$ cat config.mk
export PLATFORM = sky130hd
export DESIGN_NAME = mult_host_regs
export DESIGN_NICKNAME = d
export VERILOG_FILES = /design/src/rtl/mhr_pkg.sv /design/src/rtl/mhr_opnd_bank.sv /design/src/rtl/mhr_strobe_gate.sv /design/src/rtl/mhr_readback.sv /design/src/rtl/mult_host_regs.sv
export SDC_FILE = /design/constraint.sdc
export NUM_CORES = 1
export LEC_CHECK = 0
export ABC_CLOCK_PERIOD_IN_PS = 1950
export BUFFER_PORTS_ARGS = -buffer_cell sky130_fd_sc_hd__buf_2
export CAP_MARGIN = 10
export CORE_UTILIZATION = 55
export DETAILED_ROUTE_END_ITERATION = 12
export PLACE_DENSITY = 0.9
export SYNTH_ARGS = -nofsm -noshare
export SYNTH_HDL_FRONTEND = slang
export SYNTH_SLANG_ARGS = --single-unit
$ cat constraint.sdc
create_clock -name clk -period 1.95 [get_ports clk]
set_input_delay 0.39 -clock clk [delete_from_list [all_inputs] [get_ports clk]]
set_output_delay 0.39 -clock clk [all_outputs]
set_load 0.03 [all_outputs]
$ cat src/rtl/mhr_pkg.sv
`timescale 1ns/1ps
package mhr_pkg;
  typedef enum logic {
    OPND_FIRST  = 1'b0,
    OPND_SECOND = 1'b1
  } opnd_sel_e;
endpackage

$ cat src/rtl/mhr_opnd_bank.sv
`timescale 1ns/1ps
module mhr_opnd_bank #(
  parameter int HOST_W = 8,
  parameter int OPND_W = 32,
  localparam int NB = OPND_W / HOST_W,
  localparam int BW = (NB > 1) ? $clog2(NB) : 1
) (
  input  logic              clk,
  input  logic              rst,
  input  logic              wr,
  input  mhr_pkg::opnd_sel_e sel,
  input  logic [BW-1:0]     bsel,
  input  logic [HOST_W-1:0] wdata,
  output logic [OPND_W-1:0] opnd_a,
  output logic [OPND_W-1:0] opnd_b,
  output logic              start
);
  localparam int MW = 2 * NB;

  logic [NB-1:0][HOST_W-1:0] lanes_a;
  logic [NB-1:0][HOST_W-1:0] lanes_b;
  logic [MW-1:0] seen_q;
  logic [MW-1:0] wbit;
  logic [MW-1:0] seen_nxt;

  for (genvar g = 0; g < NB; g++) begin : g_lane
    always_ff @(posedge clk) begin
      if (rst) begin
        lanes_a[g] <= '0;
        lanes_b[g] <= '0;
      end else if (wr && bsel == BW'(g)) begin
        if (sel == mhr_pkg::OPND_FIRST) lanes_a[g] <= wdata;
        else                            lanes_b[g] <= wdata;
      end
    end
  end

  always_comb begin
    wbit = '0;
    if (wr) wbit[{sel, bsel}] = 1'b1;
    seen_nxt = seen_q | wbit;
  end

  always_ff @(posedge clk) begin
    if (rst) begin
      seen_q <= '0;
      start  <= 1'b0;
    end else if (&seen_nxt) begin
      seen_q <= '0;
      start  <= 1'b1;
    end else begin
      seen_q <= seen_nxt;
      start  <= 1'b0;
    end
  end

  assign opnd_a = lanes_a;
  assign opnd_b = lanes_b;
endmodule

$ cat src/rtl/mhr_strobe_gate.sv
`timescale 1ns/1ps
module mhr_strobe_gate (
  input  logic clk,
  input  logic rst,
  input  logic upd_a,
  input  logic upd_b,
  input  logic shift,
  input  logic en_p,
  output logic opnd1_en,
  output logic opnd2_en,
  output logic result_upd,
  output logic fall
);
  always_ff @(posedge clk) begin
    if (rst) begin
      opnd1_en   <= 1'b0;
      opnd2_en   <= 1'b0;
      result_upd <= 1'b0;
    end else begin
      opnd1_en   <= upd_a & ~shift;
      opnd2_en   <= upd_b & ~shift;
      result_upd <= en_p;
    end
  end

  // result_upd is about to drop at the coming edge
  assign fall = result_upd & ~en_p;
endmodule

$ cat src/rtl/mhr_readback.sv
`timescale 1ns/1ps
module mhr_readback #(
  parameter int HOST_W = 8,
  parameter int OPND_W = 32,
  localparam int NB = OPND_W / HOST_W,
  localparam int BW = (NB > 1) ? $clog2(NB) : 1,
  localparam int AW = BW + 1
) (
  input  logic              clk,
  input  logic              rst,
  input  logic              fall,
  input  logic [OPND_W-1:0] prod_in,
  input  logic              rd,
  input  logic [AW-1:0]     raddr,
  output logic [HOST_W-1:0] rdata,
  output logic              done_flag,
  output logic [OPND_W-1:0] prod_hold
);
  localparam logic [AW-1:0] STAT_ADDR = AW'(NB);

  logic [NB-1:0][HOST_W-1:0] hold_lanes;
  logic [HOST_W-1:0] rd_mux;
  logic status_rd;

  assign prod_hold = hold_lanes;
  assign status_rd = rd && (raddr == STAT_ADDR);

  always_comb begin
    rd_mux = '0;
    if (raddr < STAT_ADDR)       rd_mux = hold_lanes[raddr[BW-1:0]];
    else if (raddr == STAT_ADDR) rd_mux = HOST_W'(done_flag);
  end

  always_ff @(posedge clk) begin
    if (rst) begin
      hold_lanes <= '0;
      done_flag  <= 1'b0;
      rdata      <= '0;
    end else begin
      if (fall) hold_lanes <= prod_in;
      if (fall)           done_flag <= 1'b1;
      else if (status_rd) done_flag <= 1'b0;
      if (rd) rdata <= rd_mux;
    end
  end
endmodule

$ cat src/rtl/mult_host_regs.sv
`timescale 1ns/1ps
module mult_host_regs #(
  parameter int HOST_W = 8,
  parameter int OPND_W = 32,
  localparam int NB = OPND_W / HOST_W,
  localparam int BW = (NB > 1) ? $clog2(NB) : 1,
  localparam int AW = BW + 1
) (
  input  logic              clk,
  input  logic              rst,
  input  logic              host_wr,
  input  logic              host_opnd,
  input  logic [BW-1:0]     host_byte,
  input  logic [HOST_W-1:0] host_wdata,
  input  logic              host_rd,
  input  logic [AW-1:0]     host_raddr,
  output logic [HOST_W-1:0] host_rdata,
  input  logic              upd_a,
  input  logic              upd_b,
  input  logic              shift,
  input  logic              en_p,
  input  logic [OPND_W-1:0] prod_in,
  output logic [OPND_W-1:0] opnd_a,
  output logic [OPND_W-1:0] opnd_b,
  output logic              start,
  output logic              opnd1_en,
  output logic              opnd2_en,
  output logic              result_upd
);
  logic fall;
  logic done_flag;
  logic [OPND_W-1:0] prod_hold;

  mhr_opnd_bank #(.HOST_W(HOST_W), .OPND_W(OPND_W)) u_bank (
    .clk(clk), .rst(rst), .wr(host_wr),
    .sel(mhr_pkg::opnd_sel_e'(host_opnd)), .bsel(host_byte),
    .wdata(host_wdata), .opnd_a(opnd_a), .opnd_b(opnd_b), .start(start)
  );

  mhr_strobe_gate u_gate (
    .clk(clk), .rst(rst), .upd_a(upd_a), .upd_b(upd_b), .shift(shift),
    .en_p(en_p), .opnd1_en(opnd1_en), .opnd2_en(opnd2_en),
    .result_upd(result_upd), .fall(fall)
  );

  mhr_readback #(.HOST_W(HOST_W), .OPND_W(OPND_W)) u_rb (
    .clk(clk), .rst(rst), .fall(fall), .prod_in(prod_in),
    .rd(host_rd), .raddr(host_raddr), .rdata(host_rdata),
    .done_flag(done_flag), .prod_hold(prod_hold)
  );
endmodule

# ---- Word-level counts from Yosys, hierarchy flattened
# Cells that the tools add are included.
dict set report word_totals {
  memories 0
  ramBits 0
  latch_bits 0
  mem_bits_ro 0
  out_inout_bits 76
  wordCells 62
  regBits 117
}
dict set report op_classes {
  n_reduce_logical 18
  order_cmp 4
  n_bitwise 7
  n_mul 0
  addsub 0
  div 0
  muxes 10
  shift 0
  n_eq_ne 4
}
# operator n
set ops {}
lappend ops {{$mux 8} 3}
lappend ops {{$bmux 8 s2} 1}
lappend ops {{$reduce_and 2->1} 8}
lappend ops {{$or 8x8->8} 1}
lappend ops {{$reduce_and 8->1} 1}
lappend ops {{$logic_and 1x1->1} 6}
lappend ops {{$mux 1} 5}
lappend ops {{$eq 2x2->1 const B} 2}
lappend ops {{$lt 3x4->1 const B} 1}
lappend ops {{$and 1x1->1} 3}
lappend ops {{$demux 1 s3} 1}
lappend ops {{$eq 3x3->1 const B} 1}
lappend ops {{$ge 3x1->1 const B} 1}
lappend ops {{$lt 2x3->1 const B} 1}
lappend ops {{$lt 3x3->1 const B} 1}
lappend ops {{$not 1->1} 3}
lappend ops {{$eq 2x1->1 const B} 1}
lappend ops {{$logic_not 2->1} 1}
lappend ops {{$reduce_bool 2->1} 1}
lappend ops {{$reduce_or 2->1} 1}

# ---- Depth between registers and ports, before layout
dict set report logic_depth {
  ltp_word 8
  ltp_mapped 6
  depth_no_buf 4
}

# ---- Hierarchy
# Synthesis repeated with hierarchy kept, for this count alone.
dict set report hier_totals {
  cells_unflattened 507
  area_unflattened_um2 4481.8
}
# module area_each_um2 instances cells_per_inst
set modules_own_cells {}
lappend modules_own_cells {mhr_opnd_bank 2717.6 1 344}
lappend modules_own_cells {mhr_readback 1676.6 1 156}
lappend modules_own_cells {mhr_strobe_gate 87.6 1 7}

# ---- Worst setup path before layout
# Ideal clock, no wire load.
dict set report synth_timing {
  path_kind {input-to-reg}
  start {in host_raddr[0]}
  end {reg u_rb.rdata[5]}
  required_ns 1.822
  setup_time_ns 0.128
  t_arrival_ns 1.272
  stages 4
  slack_ns 0.550
  path_cell_list {buf_2 > mux4_2 > a21oi_1 > nor2_1}
}
dict set report synth_via {
  elab_chain_len 3
  word_cells_on_any_way 4
}
# item line
set synth_lines {}
lappend synth_lines {{from (decl)} mult_host_regs.sv:16} ;# input logic [AW-1:0] host_raddr,
lappend synth_lines {{$bmux 8 s2} mhr_readback.sv:30} ;# if (raddr < STAT_ADDR) rd_mux = hold_lanes[raddr[BW-1:0]];
lappend synth_lines {{$mux 8 (implied by the code)} mhr_readback.sv:30}
lappend synth_lines {{$mux 8 *} mhr_readback.sv:30}
lappend synth_lines {{to (signal assigned)} mhr_readback.sv:43} ;# if (rd) rdata <= rd_mux;
lappend synth_lines {{to (decl)} mhr_readback.sv:15} ;# output logic [HOST_W-1:0] rdata,
# Every way passes the cells marked *; elsewhere a longest branch is shown, timed or not. The select of a mux whose other input is x is not followed.
# A chain may end at the register's enable or synchronous reset.

# ---- Worst setup path after layout
dict set report layout_timing {
  start {reg u_bank.lanes_a, in the netlist u_bank.opnd_a[18]}
  end {out opnd_a[18]}
}
# item line
set layout_lines {}
lappend layout_lines {{from (decl)} mhr_opnd_bank.sv:20} ;# logic [NB-1:0][HOST_W-1:0] lanes_a;
lappend layout_lines {{from (signal, indexed assignment)} mhr_opnd_bank.sv:32} ;# if (sel == mhr_pkg::OPND_FIRST) lanes_a[g] <= wdata;
lappend layout_lines {{to (decl)} mult_host_regs.sv:23} ;# output logic [OPND_W-1:0] opnd_a,
# No word-level cell between the ends.

==> results.cfg <==
[grt]
use_met1_pct = 36.9
top_usage_layer = met2
grt_pass1_wl_um = 19300
antenna_found_initial = 0
grt_overflow_total = 0
grt_pass1_vias = 3996
use_met3_pct = 7.72
grt_usage_pct = 29.8
use_met2_pct = 49.1
grt_max_degree = 49

[critical_path]
cp.arrival_ns = 1.11
end_kind = primary output
crit_path_end = opnd_a[18]
critPathMaxStageDelay_ns = 0.36
rr_endpoint = u_bank.seen_q[3]
crit_cells = 1
timing.rr.start = u_bank.seen_q[1]
cp_slowest_cell = dfxtp_1
path_buf_inv = 1
rrSetupSlack_ns = 0.61
crit_chain = buf_2
required_ns = 1.56
crit_start = u_bank.opnd_a[18]
startpoint_type = flip-flop
rr_worst_depth = 4
worst-path-max-fanout = 2
cp_top_family = flip-flops
critical_path_class = reg2out

[routing]
wl_per_cell_um = 16.1
route.vias.total = 4285
vias_per_cell = 5.50
wl_um = 12600
antenna_left = 0
drc = 0
drt-initial-drc-count = 273
dr.pass1.iters = 5

[logic_synthesis]
syn_inst = 547
ys_seq_area_share_pct = 51.9
avgSynthCellArea_um2 = 8.26
ys_types = 35
ys_ff_latch = 117
synthFlopType = dfxtp_1
synth_edf_count = 0
syn-num-nets = 601
yosysWarnings = 0
synthArstFlopShare_pct = 0
syn-cell-area_um2 = 4520

[timing]
fin_skew_ns = 0.00941
setup-tns-final_ns = 0
min_period_ns = 1.50
period_share_pct = 76.9
finalSetupViolations = 0
rsz0062_at_grt = false
relSlewSlack_pct = 61.2
fmax_mhz = 667
tightest_slew_ns = 0.582
slew_violations = 0
hold_viol_final = 0

[clock_tree]
post_cts_resized = 0
cts_max_level = 4
clk_path_buf_depth = 2
cts_setup_buffers = 0
root_buffer = clkbuf_8
cts_buffers = 17
cts_tree = built
insertion_delay_ns = 0.52
path_clk_slew_ns = 0.06
cts.sink_count = 117
ctsHoldBuffers = 0

[power_and_ir_drop]
p_per_area_nw_per_um2 = 1080
p_leak_nw = 2.39
peakVddDrop_mv = 0.738

[finish]
final_core_util_pct = 73.9
stdcell_count = 779
multi_input_area_um2 = 2000
seq_area_um2 = 2340
antenna_cells = 0
fill_cells = 585
area_growth_pct = 28.3
fin_nets = 718
layout-drive-gt1-share_pct = 28.4

[placed_design]
dp.cells = 747
io_buffers = 129
globalplace.congestion = 0.857
dp_hpwl_um = 8270

[die]
die_y_um = 92.6
floorplan.initialDensity_pct = 57.5
rows = 32
die-area_um2 = 8580
core_area_um2 = 7850
die_w_um = 92.6
io_pins = 130

[job]
maxCapViolCount = 0

[worst_hold_path]
hold_path.class = in2reg

[run_status]
outcome = completed
-- final cells by class --
class                           count  share of cell area, %
Inverter                            1                 0.0648
Clock buffer                       18                   7.38
Timing Repair Buffer              134                   12.0
Sequential cell                   117                   40.4
Clock inverter                     14                   3.43
Multi-Input combinational cell    393                   34.5
Tap cell                          102                   2.20
-- per-stage QoR --
step	hold WS, ns	setup slack, ns	cell area, µm²	power (mW)
after floorplan	0.433	0.550	4520	2.90
after global placement	0.439	0.344	5170	3.04
after detailed placement	0.445	0.260	5170	3.06
after CTS	0.0385	0.453	5800	6.29
after global routing	0.0596	0.436	5800	6.46
final	0.0503	0.451	5800	6.28
-- power by group --
group          internal, mW  leakage [nW]  switching (mW)  total, mW
sequential             2.48         0.950          0.0593       2.54
clock                  2.12         0.306            1.14       3.26
combinational         0.164          1.13           0.321      0.485
-- state kept, by name (all words and copies together), names as in the netlist --
signal and count:
u_bank.opnd_a 32, u_bank.opnd_b 32, u_rb.prod_hold 32, u_bank.seen_q 8, u_rb.rdata 8, u_bank.start 1
u_gate.opnd1_en 1, u_gate.opnd2_en 1, u_gate.result_upd 1, u_rb.done_flag 1
-- cells in the final DEF, fill, tap and decap left out, types with 2 or more instances in the layout --
master	instances
clkbuf_8	2
mux2i_1	2
nand3b_1	2
clkbuf_16	16
nor3b_1	4
a21oi_1	113
bufinv_16	4
nor2_2	2
nand3_1	5
clkinv_4	4
inv_6	3
clkinv_2	2
dfxtp_1	117
nor2_4	4
nor2b_1	11
nand2_1	201
nand2b_1	4
buf_2	128
nor2_1	18
nand2_2	2
mux4_2	8
a311oi_1	2
buf_4	5
nor2b_2	2
-- cell usage after synthesis, types with 4 or more instances --
master	instances	area share [%]
nor2_1	18	1.5
nand2_1	201	17
nor3b_1	4	0.67
dfxtp_1	117	52
buf_6	4	1.0
clkbuf_1	27	2.2
nand3_1	5	0.55
nor2b_1	12	1.7
nand2b_1	4	0.55
a21oi_1	113	13
mux4_2	8	4.0
nor2_4	4	1.0
-- worst min-delay path by stage --
| stage | startpoint | endpoint | slack (ns) | cells after the start |
|---|---|---|---|---|
| global placement | u_rb.prod_hold[28] | u_rb.prod_hold[28] | 0.44 | 2 |
| CTS | shift | u_gate.opnd1_en | 0.04 | 2 |
| detailed placement | u_bank.opnd_b[1] | u_bank.opnd_b[1] | 0.44 | 2 |
| finish | shift | u_gate.opnd1_en | 0.05 | 2 |
| floorplan | u_rb.prod_hold[10] | u_rb.prod_hold[10] | 0.43 | 2 |
| global route | shift | u_gate.opnd1_en | 0.06 | 2 |
-- per-layer routing --
layer / wire (µm) / vias to the layer above
met1: 5190 / 2043
met3: 909 / 29
met2: 6150 / 177
li1: - / 2036
met5: 0 / -
met4: 318 / 0
-- kinds of logic after synthesis --
group           Yosys count  share of synthesized area, %
simple gates            261                          25.1
mux                      10                          4.43
buf+inv                  37                          3.96
compound gates          122                          14.6
flops                   117                          51.9
Note: power is estimated with default switching activity, not from simulation.
